==> src/rtl/dma_mover_pkg.sv <==
// Shared encodings for the block-transfer DMA controller.
// Assumes a 2-bit register slot select on the CPU side.
package dma_mover_pkg;

    typedef enum logic [2:0] {
        ST_IDLE,   // waiting for a start command
        ST_REQ,    // bus requested, waiting for grant
        ST_MRD,    // memory read strobe
        ST_MCAP,   // capture memory read data
        ST_DHS,    // peripheral handshake
        ST_MWR,    // memory write strobe
        ST_REL     // one-cycle bus release
    } dma_state_e;

    localparam logic DIR_M2D = 1'b0;
    localparam logic DIR_D2M = 1'b1;

    localparam logic [1:0] SEL_ADDR = 2'd0;
    localparam logic [1:0] SEL_CNT  = 2'd1;
    localparam logic [1:0] SEL_CTRL = 2'd2;
    localparam logic [1:0] SEL_STAT = 2'd3;

    localparam int CTRL_START_BIT = 0;
    localparam int CTRL_DIR_BIT   = 1;
    localparam int STAT_BUSY_BIT  = 0;
    localparam int STAT_DONE_BIT  = 1;

endpackage

==> src/rtl/dma_mover_regs.sv <==
// CPU-visible register file: working address and count, direction, done flag.
// The address and count registers are the live transfer counters, stepped by
// the engine. Assumes ADDR_W and CNT_W do not exceed CPU_W.
module dma_mover_regs
    import dma_mover_pkg::*;
#(
    parameter int ADDR_W = 16,
    parameter int CNT_W  = 16,
    parameter int CPU_W  = 16
) (
    input  logic              clk,
    input  logic              rst_n,
    input  logic              cpu_we,
    input  logic [1:0]        cpu_sel,
    input  logic [CPU_W-1:0]  cpu_wdata,
    output logic [CPU_W-1:0]  cpu_rdata,
    input  logic              busy,
    input  logic              step,
    input  logic              finish,
    output logic [ADDR_W-1:0] cur_addr,
    output logic              cnt_zero,
    output logic              cnt_last,
    output logic              dir,
    output logic              go,
    output logic              irq
);

    logic [ADDR_W-1:0] addr_q;
    logic [CNT_W-1:0]  cnt_q;
    logic              dir_q;
    logic              done_q;
    logic              wr_addr, wr_cnt, wr_ctrl, clr_done;

    // Decode the register writes; setup writes count only while idle.
    always_comb begin
        wr_addr  = cpu_we && (cpu_sel == SEL_ADDR) && !busy;
        wr_cnt   = cpu_we && (cpu_sel == SEL_CNT)  && !busy;
        wr_ctrl  = cpu_we && (cpu_sel == SEL_CTRL) && !busy;
        clr_done = cpu_we && (cpu_sel == SEL_STAT) && cpu_wdata[STAT_DONE_BIT];
        go       = wr_ctrl && cpu_wdata[CTRL_START_BIT];
    end

    // Address and count: loaded by software, stepped once per finished word.
    always_ff @(posedge clk) begin
        if (!rst_n) begin
            addr_q <= '0;
            cnt_q  <= '0;
        end else begin
            if (wr_addr)   addr_q <= cpu_wdata[ADDR_W-1:0];
            else if (step) addr_q <= addr_q + ADDR_W'(1);
            if (wr_cnt)    cnt_q  <= cpu_wdata[CNT_W-1:0];
            else if (step) cnt_q  <= cnt_q - CNT_W'(1);
        end
    end

    // Direction latch and done/interrupt flag.
    always_ff @(posedge clk) begin
        if (!rst_n) begin
            dir_q  <= DIR_M2D;
            done_q <= 1'b0;
        end else begin
            if (wr_ctrl) dir_q <= cpu_wdata[CTRL_DIR_BIT];
            if (finish)        done_q <= 1'b1;
            else if (go)       done_q <= 1'b0;
            else if (clr_done) done_q <= 1'b0;
        end
    end

    // Combinational readback of the selected slot.
    always_comb begin
        case (cpu_sel)
            SEL_ADDR: cpu_rdata = CPU_W'(addr_q);
            SEL_CNT:  cpu_rdata = CPU_W'(cnt_q);
            SEL_CTRL: cpu_rdata = CPU_W'({dir_q, 1'b0});
            default:  cpu_rdata = CPU_W'({done_q, busy});
        endcase
    end

    assign cur_addr = addr_q;
    assign cnt_zero = (cnt_q == '0);
    assign cnt_last = (cnt_q == CNT_W'(1));
    assign dir      = dir_q;
    assign irq      = done_q;

    p_count_step_r6: assert property (@(posedge clk) disable iff (!rst_n)
        step |=> cnt_q == $past(cnt_q) - CNT_W'(1));

    p_irq_sticky_r9: assert property (@(posedge clk) disable iff (!rst_n)
        (irq && !clr_done && !go) |=> irq);

    p_zero_count_r10: assert property (@(posedge clk) disable iff (!rst_n)
        (go && cnt_zero) |=> (irq && !busy));

    p_busy_write_ignored_r12: assert property (@(posedge clk) disable iff (!rst_n)
        (busy && cpu_we && cpu_sel == SEL_ADDR && !step) |=> addr_q == $past(addr_q));

endmodule

==> src/rtl/dma_mover_engine.sv <==
// Transfer sequencer: bus request/grant/release, memory strobes and the
// peripheral request/acknowledge handshake. One data register serves both
// directions. Grant is examined only at word boundaries; a started word
// always completes. Assumes memory read data is valid one cycle after mem_rd.
module dma_mover_engine
    import dma_mover_pkg::*;
#(
    parameter int DATA_W = 16
) (
    input  logic              clk,
    input  logic              rst_n,
    input  logic              go,
    input  logic              cnt_zero,
    input  logic              cnt_last,
    input  logic              dir,
    input  logic              bus_gnt,
    output logic              bus_req,
    output logic              bus_rel,
    output logic              mem_rd,
    output logic              mem_wr,
    output logic [DATA_W-1:0] mem_wdata,
    input  logic [DATA_W-1:0] mem_rdata,
    output logic              dev_req,
    input  logic              dev_ack,
    output logic [DATA_W-1:0] dev_wdata,
    input  logic [DATA_W-1:0] dev_rdata,
    output logic              busy,
    output logic              step,
    output logic              finish
);

    dma_state_e        state_q, state_d;
    logic [DATA_W-1:0] data_q;
    dma_state_e        first_st;

    // Next state, word-completion and finish decode.
    always_comb begin
        first_st = (dir == DIR_D2M) ? ST_DHS : ST_MRD;
        step     = 1'b0;
        finish   = 1'b0;
        state_d  = state_q;
        case (state_q)
            ST_IDLE: if (go) begin
                if (cnt_zero) finish  = 1'b1;
                else          state_d = ST_REQ;
            end
            ST_REQ:  if (bus_gnt) state_d = first_st;
            ST_MRD:  state_d = ST_MCAP;
            ST_MCAP: state_d = ST_DHS;
            ST_DHS:  if (dev_ack) begin
                if (dir == DIR_D2M) state_d = ST_MWR;
                else                step    = 1'b1;
            end
            ST_MWR:  step = 1'b1;
            ST_REL: begin
                finish  = cnt_zero;
                state_d = cnt_zero ? ST_IDLE : ST_REQ;
            end
            default: state_d = ST_IDLE;
        endcase
        if (step) state_d = (cnt_last || !bus_gnt) ? ST_REL : first_st;
    end

    // State register.
    always_ff @(posedge clk) begin
        if (!rst_n) state_q <= ST_IDLE;
        else        state_q <= state_d;
    end

    // Word holding register, filled from memory or from the peripheral.
    always_ff @(posedge clk) begin
        if (!rst_n)                                             data_q <= '0;
        else if (state_q == ST_MCAP)                            data_q <= mem_rdata;
        else if (state_q == ST_DHS && dev_ack && dir == DIR_D2M) data_q <= dev_rdata;
    end

    // Output decode from the state.
    always_comb begin
        busy      = (state_q != ST_IDLE);
        bus_rel   = (state_q == ST_REL);
        bus_req   = busy && !bus_rel;
        mem_rd    = (state_q == ST_MRD);
        mem_wr    = (state_q == ST_MWR);
        dev_req   = (state_q == ST_DHS);
        mem_wdata = data_q;
        dev_wdata = data_q;
    end

    p_strobe_owns_bus_r3: assert property (@(posedge clk) disable iff (!rst_n)
        (mem_rd || mem_wr) |-> bus_req);

    p_word_needs_grant_r3: assert property (@(posedge clk) disable iff (!rst_n)
        (state_q == ST_REQ && !bus_gnt) |=> state_q == ST_REQ);

    p_no_idle_request_r2: assert property (@(posedge clk) disable iff (!rst_n)
        (!busy && !go) |=> !bus_req);

    p_handshake_hold_r4: assert property (@(posedge clk) disable iff (!rst_n)
        (dev_req && !dev_ack) |=> (dev_req && $stable(dev_wdata)));

    p_rel_without_req_r7: assert property (@(posedge clk) disable iff (!rst_n)
        bus_rel |-> !bus_req);

    p_rel_single_r7: assert property (@(posedge clk) disable iff (!rst_n)
        bus_rel |=> !bus_rel);

endmodule

==> src/rtl/dma_block_mover.sv <==
// Top level of the block-transfer DMA controller: register file plus engine.
// Assumes a central arbiter that answers bus_req with bus_gnt and honours
// bus_rel, a synchronous memory and a request/acknowledge peripheral.
module dma_block_mover #(
    parameter int ADDR_W = 16,
    parameter int CNT_W  = 16,
    parameter int DATA_W = 16,
    parameter int CPU_W  = 16
) (
    input  logic              clk,
    input  logic              rst_n,
    input  logic              cpu_we,
    input  logic [1:0]        cpu_sel,
    input  logic [CPU_W-1:0]  cpu_wdata,
    output logic [CPU_W-1:0]  cpu_rdata,
    output logic              irq,
    output logic              bus_req,
    input  logic              bus_gnt,
    output logic              bus_rel,
    output logic [ADDR_W-1:0] mem_addr,
    output logic              mem_rd,
    output logic              mem_wr,
    output logic [DATA_W-1:0] mem_wdata,
    input  logic [DATA_W-1:0] mem_rdata,
    output logic              dev_req,
    input  logic              dev_ack,
    output logic [DATA_W-1:0] dev_wdata,
    input  logic [DATA_W-1:0] dev_rdata
);

    logic busy, step, finish, cnt_zero, cnt_last, dir, go;

    dma_mover_regs #(
        .ADDR_W (ADDR_W),
        .CNT_W  (CNT_W),
        .CPU_W  (CPU_W)
    ) u_regs (
        .clk       (clk),
        .rst_n     (rst_n),
        .cpu_we    (cpu_we),
        .cpu_sel   (cpu_sel),
        .cpu_wdata (cpu_wdata),
        .cpu_rdata (cpu_rdata),
        .busy      (busy),
        .step      (step),
        .finish    (finish),
        .cur_addr  (mem_addr),
        .cnt_zero  (cnt_zero),
        .cnt_last  (cnt_last),
        .dir       (dir),
        .go        (go),
        .irq       (irq)
    );

    dma_mover_engine #(
        .DATA_W (DATA_W)
    ) u_engine (
        .clk       (clk),
        .rst_n     (rst_n),
        .go        (go),
        .cnt_zero  (cnt_zero),
        .cnt_last  (cnt_last),
        .dir       (dir),
        .bus_gnt   (bus_gnt),
        .bus_req   (bus_req),
        .bus_rel   (bus_rel),
        .mem_rd    (mem_rd),
        .mem_wr    (mem_wr),
        .mem_wdata (mem_wdata),
        .mem_rdata (mem_rdata),
        .dev_req   (dev_req),
        .dev_ack   (dev_ack),
        .dev_wdata (dev_wdata),
        .dev_rdata (dev_rdata),
        .busy      (busy),
        .step      (step),
        .finish    (finish)
    );

endmodule

==> config.mk <==
export PLATFORM = sky130hd
export DESIGN_NAME = dma_block_mover
export DESIGN_NICKNAME = d
export VERILOG_FILES = /design/src/rtl/dma_mover_pkg.sv /design/src/rtl/dma_mover_regs.sv /design/src/rtl/dma_mover_engine.sv /design/src/rtl/dma_block_mover.sv
export SDC_FILE = /design/constraint.sdc
export NUM_CORES = 1
export LEC_CHECK = 0
export CORE_UTILIZATION = 35
export CTS_CLUSTER_DIAMETER = 150
export DETAILED_ROUTE_END_ITERATION = 8
export PLACE_DENSITY = 0.71
export SYNTH_ARGS = -nofsm -noshare
export SYNTH_HDL_FRONTEND = slang
export SYNTH_SLANG_ARGS = --single-unit
==> constraint.sdc <==
create_clock -name clk -period 2.25 [get_ports clk]
set_input_delay 0.45 -clock clk [delete_from_list [all_inputs] [get_ports clk]]
set_output_delay 0.45 -clock clk [all_outputs]
set_load 0.05 [all_outputs]
* Word-level counts from Yosys, hierarchy flattened
Cells that the tools add are included.
** Storage, ports and cells
- Register bits after elaboration :: 53
- Bits in latches :: 0
- Memory bits (writable) :: 0
- Memory bits (read-only) :: 0
- Bits of input ports :: 55
- Output and inout port bits :: 70
- Word-level logic and storage cells :: 75
- Memories :: 0
** Cells by class
- $add $sub $neg :: 2
- $mul :: 0
- Divide/modulo/power cells :: 0
- Magnitude comparators :: 0
- Eq/ne operators :: 16
- Shift-type cells :: 0
- Multiplexer cells :: 26
- Bitwise logic cells :: 0
- Reduce and logical (&&, ||, !) cells :: 25
** Operators by type and width (number)
- 16-bit two-way mux :: 6
- 16-bit case mux with 3 select lines :: 1
- 3-bit two-way mux :: 8
- 3-bit case mux with 7 select lines :: 1
- 16-bit by 1-bit adder with 16-bit output (second input constant) :: 1
- 16-bit by 1-bit == test with 1-bit output (second input constant) :: 1
- 16-bit zero test :: 1
- 16-bit by 1-bit subtractor with 16-bit output (second input constant) :: 1
- 1-bit logical AND :: 12
- 3-bit == test (second input constant) :: 3
- 3-bit inequality test (second input constant) :: 3
- 1-bit two-way mux :: 8
- 3-bit by 2-bit == test with 1-bit output (second input constant) :: 2
- 3-bit by 1-bit inequality test with 1-bit output (second input constant) :: 2
- 6-bit AND reduction :: 1
- 2-bit nonzero test :: 3
- 3-bit nonzero test :: 2
- 2-bit == test (second input constant) :: 2
- 1-bit case mux with 2 select lines :: 2
- 3-bit by 1-bit == test with 1-bit output (second input constant) :: 1
- 1-bit zero test :: 3
- 3-bit zero test :: 1
- 2-bit by 1-bit == test with 1-bit output (second input constant) :: 1
- 2-bit zero test :: 1
- other kinds (2) :: 2

* Depth between registers and ports, before layout
Gate-level depths: netlist of the first run.
- Depth in word-level cells :: 7
- Mapped depth :: 7
- Depth with buffers taken out :: 5

* Hierarchy
A second synthesis of the first run with hierarchy kept.
** Second synthesis, totals
- Cells, all modules :: 392
- Area total of the unflattened synthesis :: 3253.1 µm²
** Modules (own cells, without submodules)
- dma_mover_regs :: times used 1, cells each 258, area an instance 2054.5 µm², sequential area each 680.7 µm²
- dma_mover_engine :: times used 1, cells each 134, area an instance 1198.6 µm², sequential area each 380.4 µm²

* Least setup slack after synthesis of the first run
Ideal clock, no wire load.
- Kind :: input port to output port
- From :: in cpu_sel[0]
- To :: out cpu_rdata[2]
- Arrival time :: 1.900 ns
- Data required time :: 1.800 ns
- Setup slack :: -0.100 ns
- Stages :: 4
- Path buffers :: 2
- Cell sequence :: buf_1 > buf_2 > mux2i_1 > nor2_1
** On the way
- Cells in the longest elaborated chain, start to end :: 2
- Elaborated cells on any way between the ends :: 4
- Those cells by class :: eq/ne (2); mux (1); reduce/logical (1)
** RTL lines
- start, declared :: line dma_block_mover.sv:13 : input logic [1:0] cpu_sel,
- 2-bit == test, or another cell as far along :: line dma_mover_regs.sv:71 : case (cpu_sel)
- 16-bit case mux with 3 select lines (*) :: line dma_mover_regs.sv:71
- end, declared :: line dma_block_mover.sv:15 : output logic [CPU_W-1:0] cpu_rdata,
Mark *: on every way between the ends. The rest lies on a longest branch, timed or not.

* Worst setup path in the final report of the first run
- From :: in cpu_sel[0]
- To :: out cpu_rdata[1]
The elaborated chain is that of the path after synthesis.

==> results of run 1 <==
[area by class of cell]
cell class	instances	share of cell area (%)
Inverter	11	0.803
Clock buffer	6	1.61
Tap cell	129	3.14
Timing Repair Buffer	153	32.8
Multi-Input combinational cell	308	40.7
Clock inverter	2	0.268
Sequential cell	53	20.7
[metal layers]
metal	up-vias	GRT usage [%]	part of all wire [%]
met5	-	0	0
met2	192	38.3	48
li1	1800	-	-
met1	1766	26.5	40
met4	0	11.3	3.9
met3	37	4.23	8.2
[Yosys cell counts, types with 7 or more instances]
library cell and n:
nor3_1 9, a32oi_1 7, buf_4 19, nand4_1 10, o21ai_0 8, dfxtp_1 53, buf_2 11, or3_1 13
nand3_1 20, nor2_1 43, clkbuf_1 14, inv_1 11, mux2i_1 37, a211oi_1 16, a21oi_1 17, o211ai_1 7
a31oi_1 16, nand2_1 22
[through the flow]
step / worst slack, ns / TNS (ns) / utilization [%] / total power (W)
finish: 0.0808 / 0 / 55.1 / 0.00210
global route: 0.0282 / 0 / 55.1 / 0.00219
CTS: 0.0265 / 0 / 55.1 / 0.00211
detailed placement: 0.00739 / 0 / 54.0 / 0.00152
global placement: -0.00422 / -0.00422 / 54.0 / 0.00152
floorplan: 0.0637 / 0 / - / 0.00127
[critical path, cell delays in order]
cell and delay (ns):
clkdlybuf4s50_1 0.53, buf_4 0.23, mux4_2 0.31, buf_4 0.20
[power groups by stage]
| stage | Combinational, W | Clock, W | Sequential [W] |
|---|---|---|---|
| after floorplan | 0.000223 | 0 | 0.00105 |
| after global placement | 0.000500 | 0 | 0.00102 |
| after detailed placement | 0.000505 | 0 | 0.00102 |
| after CTS | 0.000508 | 0.000604 | 0.000999 |
| after global routing | 0.000540 | 0.000643 | 0.00100 |
| final | 0.000508 | 0.000588 | 0.00100 |
[cell families (layout without fill, tap and decap cells)]
kind of cell | count (synthesis) | after routing | synth area share [%]
AND/OR/NAND/NOR | 153 | 153 | 23.5
flip-flops | 53 | 53 | 31.1
XOR/XNOR | 4 | 4 | 1.03
AO/OA/AOI/OAI | 110 | 110 | 23.0
adder cells (fa/ha/maj) | 3 | 3 | 1.10
multiplexers | 38 | 38 | 11.5
buffers and inverters | 57 | 172 | 8.76
[worst paths after layout]
| check | slack [ns] | endpoint | start |
|---|---|---|---|
| max | 0.08 | cpu_rdata[1] | cpu_sel[0] |
| min | 0.51 | u_regs.irq | u_regs.irq |
| min reg2reg | 0.51 | u_regs.irq | u_regs.irq |
| max reg2reg | 0.27 | u_regs.cnt_q[14] | u_engine.state_q[2] |
[cells in the final DEF, fill, tap and decap left out, drive strengths merged, types with 4 or more instances in the layout]
cell type      synthesis  layout
a211oi                16      16
a21oi                 17      17
a22oi                  5       5
a31oi                 16      16
a32oi                  7       7
buf                   32      50
clkbuf                14       6
clkdlybuf4s50          0     102
dfxtp                 53      53
inv                   11      11
mux2i                 37      37
nand2                 22      22
nand2b                 4       4
nand3                 20      20
nand4                 10      10
nor2                  44      44
nor3                  10      10
o2111ai                4       4
o211ai                 7       7
o21ai                  9       9
o22ai                  6       6
o311ai                 6       6
o31ai                  4       4
or2                    4       4
or3                   14      14
or4                    8       8
[timing repair]
item,CTS,global route
gates cloned,0,0
gates resized for setup,1,2
setup endpoints to repair,1,2
setup buffers,0,0
[flip-flops by register name, indices dropped and copies added, names as in the netlist]
name and count:
u_regs.cnt_q 16, u_engine.state_q 3, u_engine.dev_wdata 16, u_regs.cur_addr 16, u_regs.dir 1, u_regs.irq 1
==> impl_metrics.csv, run 1 <==
group,metric,value,unit
sta,holdWs,0.512,ns
floorplan,initial_utilization,36.6,%
critical_path,endpoint_kind,"output pin",
routing,vias_per_cell,5.73,
hold_path,worstHoldPathCells,2,
synthesis,ys_seq_area_share,31.1,%
pwr,switching_share,30.7,%
synthesis,synth_ff_type,"dfxtp_1",
sta,fmax,461,MHz
routing,dr.pass1.iters,4,
clock_tree,cts_buffers,5,
clock_tree,clkLatencyLatePin,0.32,ns
placement,io_buffers,124,
pwr,p_comb_share,24.2,%
critical_path,reg2reg_depth,6,
synthesis,syn_area,0.00341,mm2
synthesis,yosysWarnings,0,
synthesis,ys_ff_latch,53,
global_routing,grtUsageTotal,22.3,%
cells_and_area,syn_to_final_growth,50.6,%
critical_path,crit_required,1.80,ns
synthesis,synth.area.top_cells,"dfxtp_1 31%, mux2i_1 11%, nor2_1 4.7%",
routing,drt_iter0_markers,272,
sta,relSlewSlack,61.3,%
placement,place.gp.congestion,0.897,
pwr,clkPwrFrac,28.1,%
sta,setup_viol,0,
global_routing,antenna_found_initial,0,
sta,skew,0.0134,ns
pwr,power.density,408,mW/mm2
cells_and_area,final_cells,662,
placement,placed_cell_area,0.00504,mm2
placement,dp_hpwl,8720,um
synthesis,syn-num-nets,476,
pwr,p_seq_share,47.7,%
global_routing,grt_pass1_vias,3642,
floorplan,die-area,0.0101,mm2
synthesis,yosysUniqueCellTypes,57,
sta,tightest_slew,0.578,ns
routing,drt-total-wl,11400,um
clock_tree,cts_root_buffer,"clkbuf_8",
floorplan,io_pins,125,
floorplan,core-area,0.00933,mm2
routing,via_count,3795,
global_routing,grt_max_degree,34,
clock_tree,htree_num_levels,2,
critical_path,worstPathMaxFanout,12,
synthesis,async_flop_share,0,%
synthesis,synth_edf_count,0,
clock_tree,cts_tree,"built",
critical_path,worst_ep_arrival_time,1.72,ns
clock_tree,clockBufferDepth,2,
clock_tree,cts_hold_buf,0,
routing,avgRoutedWirePerCell,17.3,um
sta,hold_violations,0,
critical_path,crit_path_start_kind,"input port",
placement,dpl.cell_count,654,
cells_and_area,final_nets,590,
pwr,p_int,0.00145,W
global_routing,grt_pass1_wl,17900,um
routing,drtAntennaViolNets,0,
sta,fin_crit_sh,96.4,%
floorplan,die_w,101,um
global_routing,grt.overflow.total,0,
sta,period_minus_slack,2.17,ns
synthesis,netlist_instances,418,
run,maxCapViolations,0,
critical_path,path_class,"in2out",
cells_and_area,multiInputGateArea,0.00209,mm2
synthesis,yosysTopAreaCell,"dfxtp_1",
sta,finalMaxSlewViolations,0,
clock_tree,clk_pin_slew,0.09,ns
clock_tree,cts_sinks,53,
sta,rsz0062_at_grt,"false",
cells_and_area,final_area,0.00514,mm2
routing,drc,0,
cells_and_area,drive_above_1_share,15.6,%
pwr,p_leak,1.91,nW
synthesis,yosysTopAreaCellShare,31.1,%
status,status,"completed",
floorplan,rows,35,
synthesis,synth_area_per_cell,8.16,um2
cells_and_area,fillerInstances,892,
pwr,peakVddDrop,0.247,mV
floorplan,die_y,101,um
pwr,power_switching,0.000643,W
cells_and_area,seq_area,0.00106,mm2
cells_and_area,n_antenna_cell,0,
hold_path,hp-class,"reg2reg",
(Power assumes the default switching activity.)
==> inputs of run 2 (changes only) <==
CORE_MARGIN = 5   (was unset)
GPL_ROUTABILITY_DRIVEN = 0   (was unset)
==> impl_metrics.csv, run 2 (synthesized netlist as in run 1, its figures left out) <==
group,metric,value,unit
cells_and_area,mostFrequentLayoutCells,"102 x clkdlybuf4s50_1, 53 x dfxtp_1, 37 x mux2i_1",
hold_path,worstHoldPathCells,2,
routing,via_count,3872,
clock_tree,cts_tree,"built",
placement,dp_hpwl,9400,um
clock_tree,post-cts-setup-buffers,0,
global_routing,antenna_found_initial,0,
critical_path,worstPathMaxFanout,23,
routing,dr.pass1.iters,6,
clock_tree,clkLatencyLatePin,0.31,ns
critical_path,crit_top_cell,"buf_12",
cells_and_area,n_antenna_cell,0,
routing,drc,0,
floorplan,initial_utilization,35.4,%
global_routing,grt_pass1_wl,19200,um
cells_and_area,final_nets,596,
critical_path,crit_cells,5,
sta,hold_violations,0,
global_routing,grt.overflow.total,0,
critical_path,reg2reg_depth,4,
critical_path,crit_buf_inv,3,
clock_tree,cts_sinks,53,
sta,relSlewSlack,56.6,%
sta,period_minus_slack,2.14,ns
critical_path,timing.critical_path.slowest_stage_cell,"clkdlybuf4s50_1",
clock_tree,cts_root_buffer,"clkbuf_8",
pwr,clkPwrFrac,28.4,%
floorplan,die_y,109,um
global_routing,grt_pass1_vias,3825,
critical_path,path_delay_family,"buffers and inverters",
critical_path,path_cells,"clkdlybuf4s50_1, buf_12, mux2i_1, nor2_1, buf_12",
clock_tree,cts_buffers,5,
routing,drtAntennaViolNets,0,
sta,skew,0.0166,ns
clock_tree,clk_pin_slew,0.09,ns
pwr,peakVddDrop,0.289,mV
critical_path,crit_path_start_kind,"input port",
critical_path,critPathMaxStageDelay,0.51,ns
floorplan,core-area,0.00964,mm2
hold_path,hp-class,"reg2reg",
pwr,p_leak,1.95,nW
routing,avgRoutedWirePerCell,18.0,um
pwr,switching_share,30.0,%
clock_tree,clockBufferDepth,2,
global_routing,grtUsageTotal,20.2,%
sta,rsz0062_at_grt,"false",
routing,drt_iter0_markers,357,
pwr,p_comb_share,24.5,%
status,status,"completed",
cells_and_area,drive_above_1_share,16.3,%
critical_path,crit_required,1.80,ns
global_routing,grt_max_degree,33,
cells_and_area,layout_commonest_cell,"clkdlybuf4s50_1",
routing,vias_per_cell,5.76,
cells_and_area,syn_to_final_growth,53.0,%
sta,setup_viol,0,
critical_path,worst_ep_arrival_time,1.69,ns
clock_tree,htree_num_levels,2,
pwr,power.density,407,mW/mm2
floorplan,io_pins,125,
placement,io_buffers,124,
pwr,p_int,0.00149,W
sta,tns,0,ns
run,maxCapViolations,0,
pwr,p_seq_share,47.1,%
critical_path,path_class,"in2out",
sta,finalMaxSlewViolations,0,
floorplan,die_w,109,um
routing,drt-total-wl,12100,um
floorplan,die-area,0.0118,mm2
sta,fmax,466,MHz
placement,pre_cts_ws,-0.0184,ns
floorplan,rows,36,
sta,tightest_slew,0.647,ns
sta,timing.final.ws_setup,0.106,ns
pwr,power_switching,0.000636,W
sta,fin_crit_sh,95.3,%
critical_path,endpoint_kind,"output pin",
-- run 2: cell count changes in the layout (fill, tap and decap cells not counted), sizes merged --
cell    change
clkinv      -1
buf         +6
clkbuf      +1
-- run 2: power groups by stage --
stage	logic (W)	registers, W	clock network [W]
after floorplan	0.000223	0.00105	0
after global placement	0.000505	0.00102	0
after detailed placement	0.000516	0.00102	0
after CTS	0.000519	0.000998	0.000617
after global routing	0.000553	0.00100	0.000650
final	0.000520	0.00100	0.000602
-- run 2: what timing repair did --
action | CTS | global route
resized for setup | 1 | 1
endpoints found under the setup margin | 1 | 1
hold endpoints to repair | 0 | 0
cloned | 0 | 0
hold buffers | 0 | 0
-- run 2: path summary, 6_finish.rpt --
check / slack, ns / from / to
max reg2reg: 0.20 / u_regs.cnt_q[8] / u_regs.cnt_q[12]
min reg2reg: 0.52 / u_engine.dev_wdata[7] / u_engine.dev_wdata[7]
min: 0.52 / u_engine.dev_wdata[7] / u_engine.dev_wdata[7]
max: 0.11 / cpu_sel[0] / cpu_rdata[10]
-- run 2: cell type report --
cell class / instances / area (um2)
inverters: 11 / 41.3
flip-flops and latches: 53 / 1060
fillers: 927 / 4420
well taps: 133 / 166
multi-input cells: 308 / 2090
repair buffers: 159 / 1760
clock buffers: 7 / 96.3
clock inverters: 1 / 5.00
-- run 2: layer usage --
layer | vias up | wire length, um | share of wire (%) | GRT usage, %
met5 | - | 0 | 0 | 0
met1 | 1810 | 4760 | 39 | 23.8
li1 | 1811 | - | - | -
met3 | 36 | 1140 | 9.5 | 4.74
met4 | 0 | 412 | 3.4 | 7.48
met2 | 215 | 5760 | 48 | 35.4
-- run 2: metrics by stage --
| step | cell area, um2 | hold WS (ns) | power (W) | utilization [%] | instances |
|---|---|---|---|---|---|
| floorplan | 3440 | 0.477 | 0.00127 | - | 418 |
| global placement | 5110 | 0.494 | 0.00152 | 53.0 | 664 |
| detailed placement | 5110 | 0.507 | 0.00154 | 53.0 | 664 |
| CTS | 5220 | 0.521 | 0.00213 | 54.1 | 672 |
| global route | 5220 | 0.547 | 0.00221 | 54.1 | 672 |
| finish | 5220 | 0.515 | 0.00212 | 54.1 | 672 |
-- run 2: tightest hold or removal path: cells and delay by family (launching register included) --
| kind | cells | cell delay [ns] |
|---|---|---|
| and+or+nand+nor | 1 | 0.10 |
| DFF | 1 | 0.33 |
| AOI/OAI and AO/OA | 1 | 0.05 |
==> inputs of run 3 (changes only) <==
REMOVE_ABC_BUFFERS = 1   (was unset)
==> impl_metrics.csv, run 3 (synthesized netlist as in run 1, its figures left out) <==
group,metric,value,unit
floorplan,rows,36,
floorplan,core-area,0.00964,mm2
critical_path,path_class,"in2out",
clock_tree,clk_pin_slew,0.09,ns
floorplan,initial_utilization,35.4,%
clock_tree,htree_num_levels,2,
run,maxCapViolations,0,
cells_and_area,final_nets,591,
routing,via_count,3798,
clock_tree,clkLatencyLatePin,0.31,ns
routing,dr.pass1.iters,5,
floorplan,die_y,109,um
floorplan,io_pins,125,
sta,rsz0062_at_grt,"false",
critical_path,worst_ep_arrival_time,1.71,ns
routing,drc,0,
sta,period_minus_slack,2.16,ns
placement,io_buffers,124,
cells_and_area,drive_above_1_share,13.7,%
floorplan,die-area,0.0118,mm2
sta,skew,0.0129,ns
sta,relSlewSlack,60.2,%
global_routing,grt.overflow.total,0,
sta,setup_viol,0,
critical_path,critPathMaxStageDelay,0.50,ns
clock_tree,cts_buffers,5,
clock_tree,cts_sinks,53,
global_routing,antenna_found_initial,0,
clock_tree,clockBufferDepth,2,
floorplan,die_w,109,um
routing,drtAntennaViolNets,0,
global_routing,grtUsageTotal,19.8,%
hold_path,hp-class,"reg2reg",
critical_path,path_cells,"clkdlybuf4s50_1, buf_12, mux4_2, buf_12",
global_routing,grt_max_degree,33,
critical_path,reg2reg_depth,6,
clock_tree,post-cts-setup-buffers,0,
cells_and_area,syn_to_final_growth,49.8,%
critical_path,endpoint_kind,"output pin",
cells_and_area,n_antenna_cell,0,
critical_path,crit_required,1.80,ns
sta,tns,0,ns
global_routing,grt_pass1_vias,3733,
critical_path,crit_path_start_kind,"input port",
critical_path,worstPathMaxFanout,23,
routing,drt_iter0_markers,369,
sta,fmax,464,MHz
sta,hold_violations,0,
critical_path,crit_top_cell,"buf_12",
pwr,p_leak,1.90,nW
sta,finalMaxSlewViolations,0,
cells_and_area,fillerInstances,934,
placement,placed_cell_area,0.00502,mm2
status,status,"completed",
routing,drt-total-wl,12000,um
routing,avgRoutedWirePerCell,18.1,um
pwr,power.density,405,mW/mm2
clock_tree,cts_root_buffer,"clkbuf_8",
critical_path,timing.critical_path.slowest_stage_cell,"clkdlybuf4s50_1",
sta,tightest_slew,0.593,ns
cells_and_area,mostFrequentLayoutCells,"102 x clkdlybuf4s50_1, 51 x dfxtp_1, 43 x nor2_1",
global_routing,grt_pass1_wl,18900,um
cells_and_area,final_area,0.00511,mm2
routing,vias_per_cell,5.70,
hold_path,worstHoldPathCells,2,
clock_tree,cts_tree,"built",
pwr,peakVddDrop,0.255,mV
sta,fin_crit_sh,95.8,%
cells_and_area,layout_commonest_cell,"clkdlybuf4s50_1",
placement,dp_hpwl,9170,um
[run 3: changes by cell type in the layout (fill, tap and decap cells not counted), moves of 2 or more]
cell	previous run	this run
nor2_2	11	1
buf_12	24	22
buf_4	31	29
dfxtp_1	53	51
nor2_1	33	43
dfxtp_2	0	2
[run 3: routing by layer]
metal  vias up  wire (um)  share of wire [%]  global-route usage (%)
li1       1810          -                  -                       -
met1      1797       4890                 41                    25.5
met2       181       6130                 51                    35.0
met3        10        862                7.2                    2.90
met4         0        150                1.2                    4.60
met5         -          0                  0                       0
[run 3: repair_timing]
action                                  CTS  global route
resized for setup                         2             2
endpoints found under the setup margin    2             1
hold buffers                              0             0
[run 3: per-stage QoR]
stage          hold WS [ns]  worst slack (ns)  total power, W  util (%)  std cells
6_report              0.517            0.0948         0.00207      53.0        666
5_1_grt               0.550            0.0611         0.00215      53.0        666
4_1_cts               0.515            0.0978         0.00208      53.0        666
3_5_place_dp          0.495           -0.0218         0.00152      52.1        659
3_3_place_gp          0.498           -0.0386         0.00151      52.1        659
2_1_floorplan         0.476           -0.0843         0.00125         -        372
[run 3: final cells by class]
type | instances | area (um2) | area share [%]
Inverter | 11 | 41.3 | 0.808
Sequential cell | 53 | 1060 | 20.8
Timing Repair Buffer | 154 | 1690 | 33.0
Multi-Input combinational cell | 308 | 2070 | 40.4
Clock buffer | 7 | 86.3 | 1.69
Tap cell | 133 | 166 | 3.26
[run 3: worst paths after layout]
path / startpoint / endpoint / slack (ns)
max reg2reg: u_regs.cur_addr[1] / u_regs.cur_addr[10] / 0.29
min reg2reg: u_regs.irq / u_regs.irq / 0.52
max: cpu_sel[0] / cpu_rdata[1] / 0.09
min: u_regs.irq / u_regs.irq / 0.52
[run 3: worst max-delay path: cells and delay by family]
| family | cells | cell delay (ns) |
|---|---|---|
| buf+inv | 3 | 0.87 |
| mux | 1 | 0.36 |
[run 3: report_power, final]
part,switching [W],internal [W],leakage [nW]
logic,0.000271,0.000240,1.42
clock network,0.000316,0.000246,0.0443
registers,0.0000362,0.000961,0.431
total,0.000623,0.00145,1.90
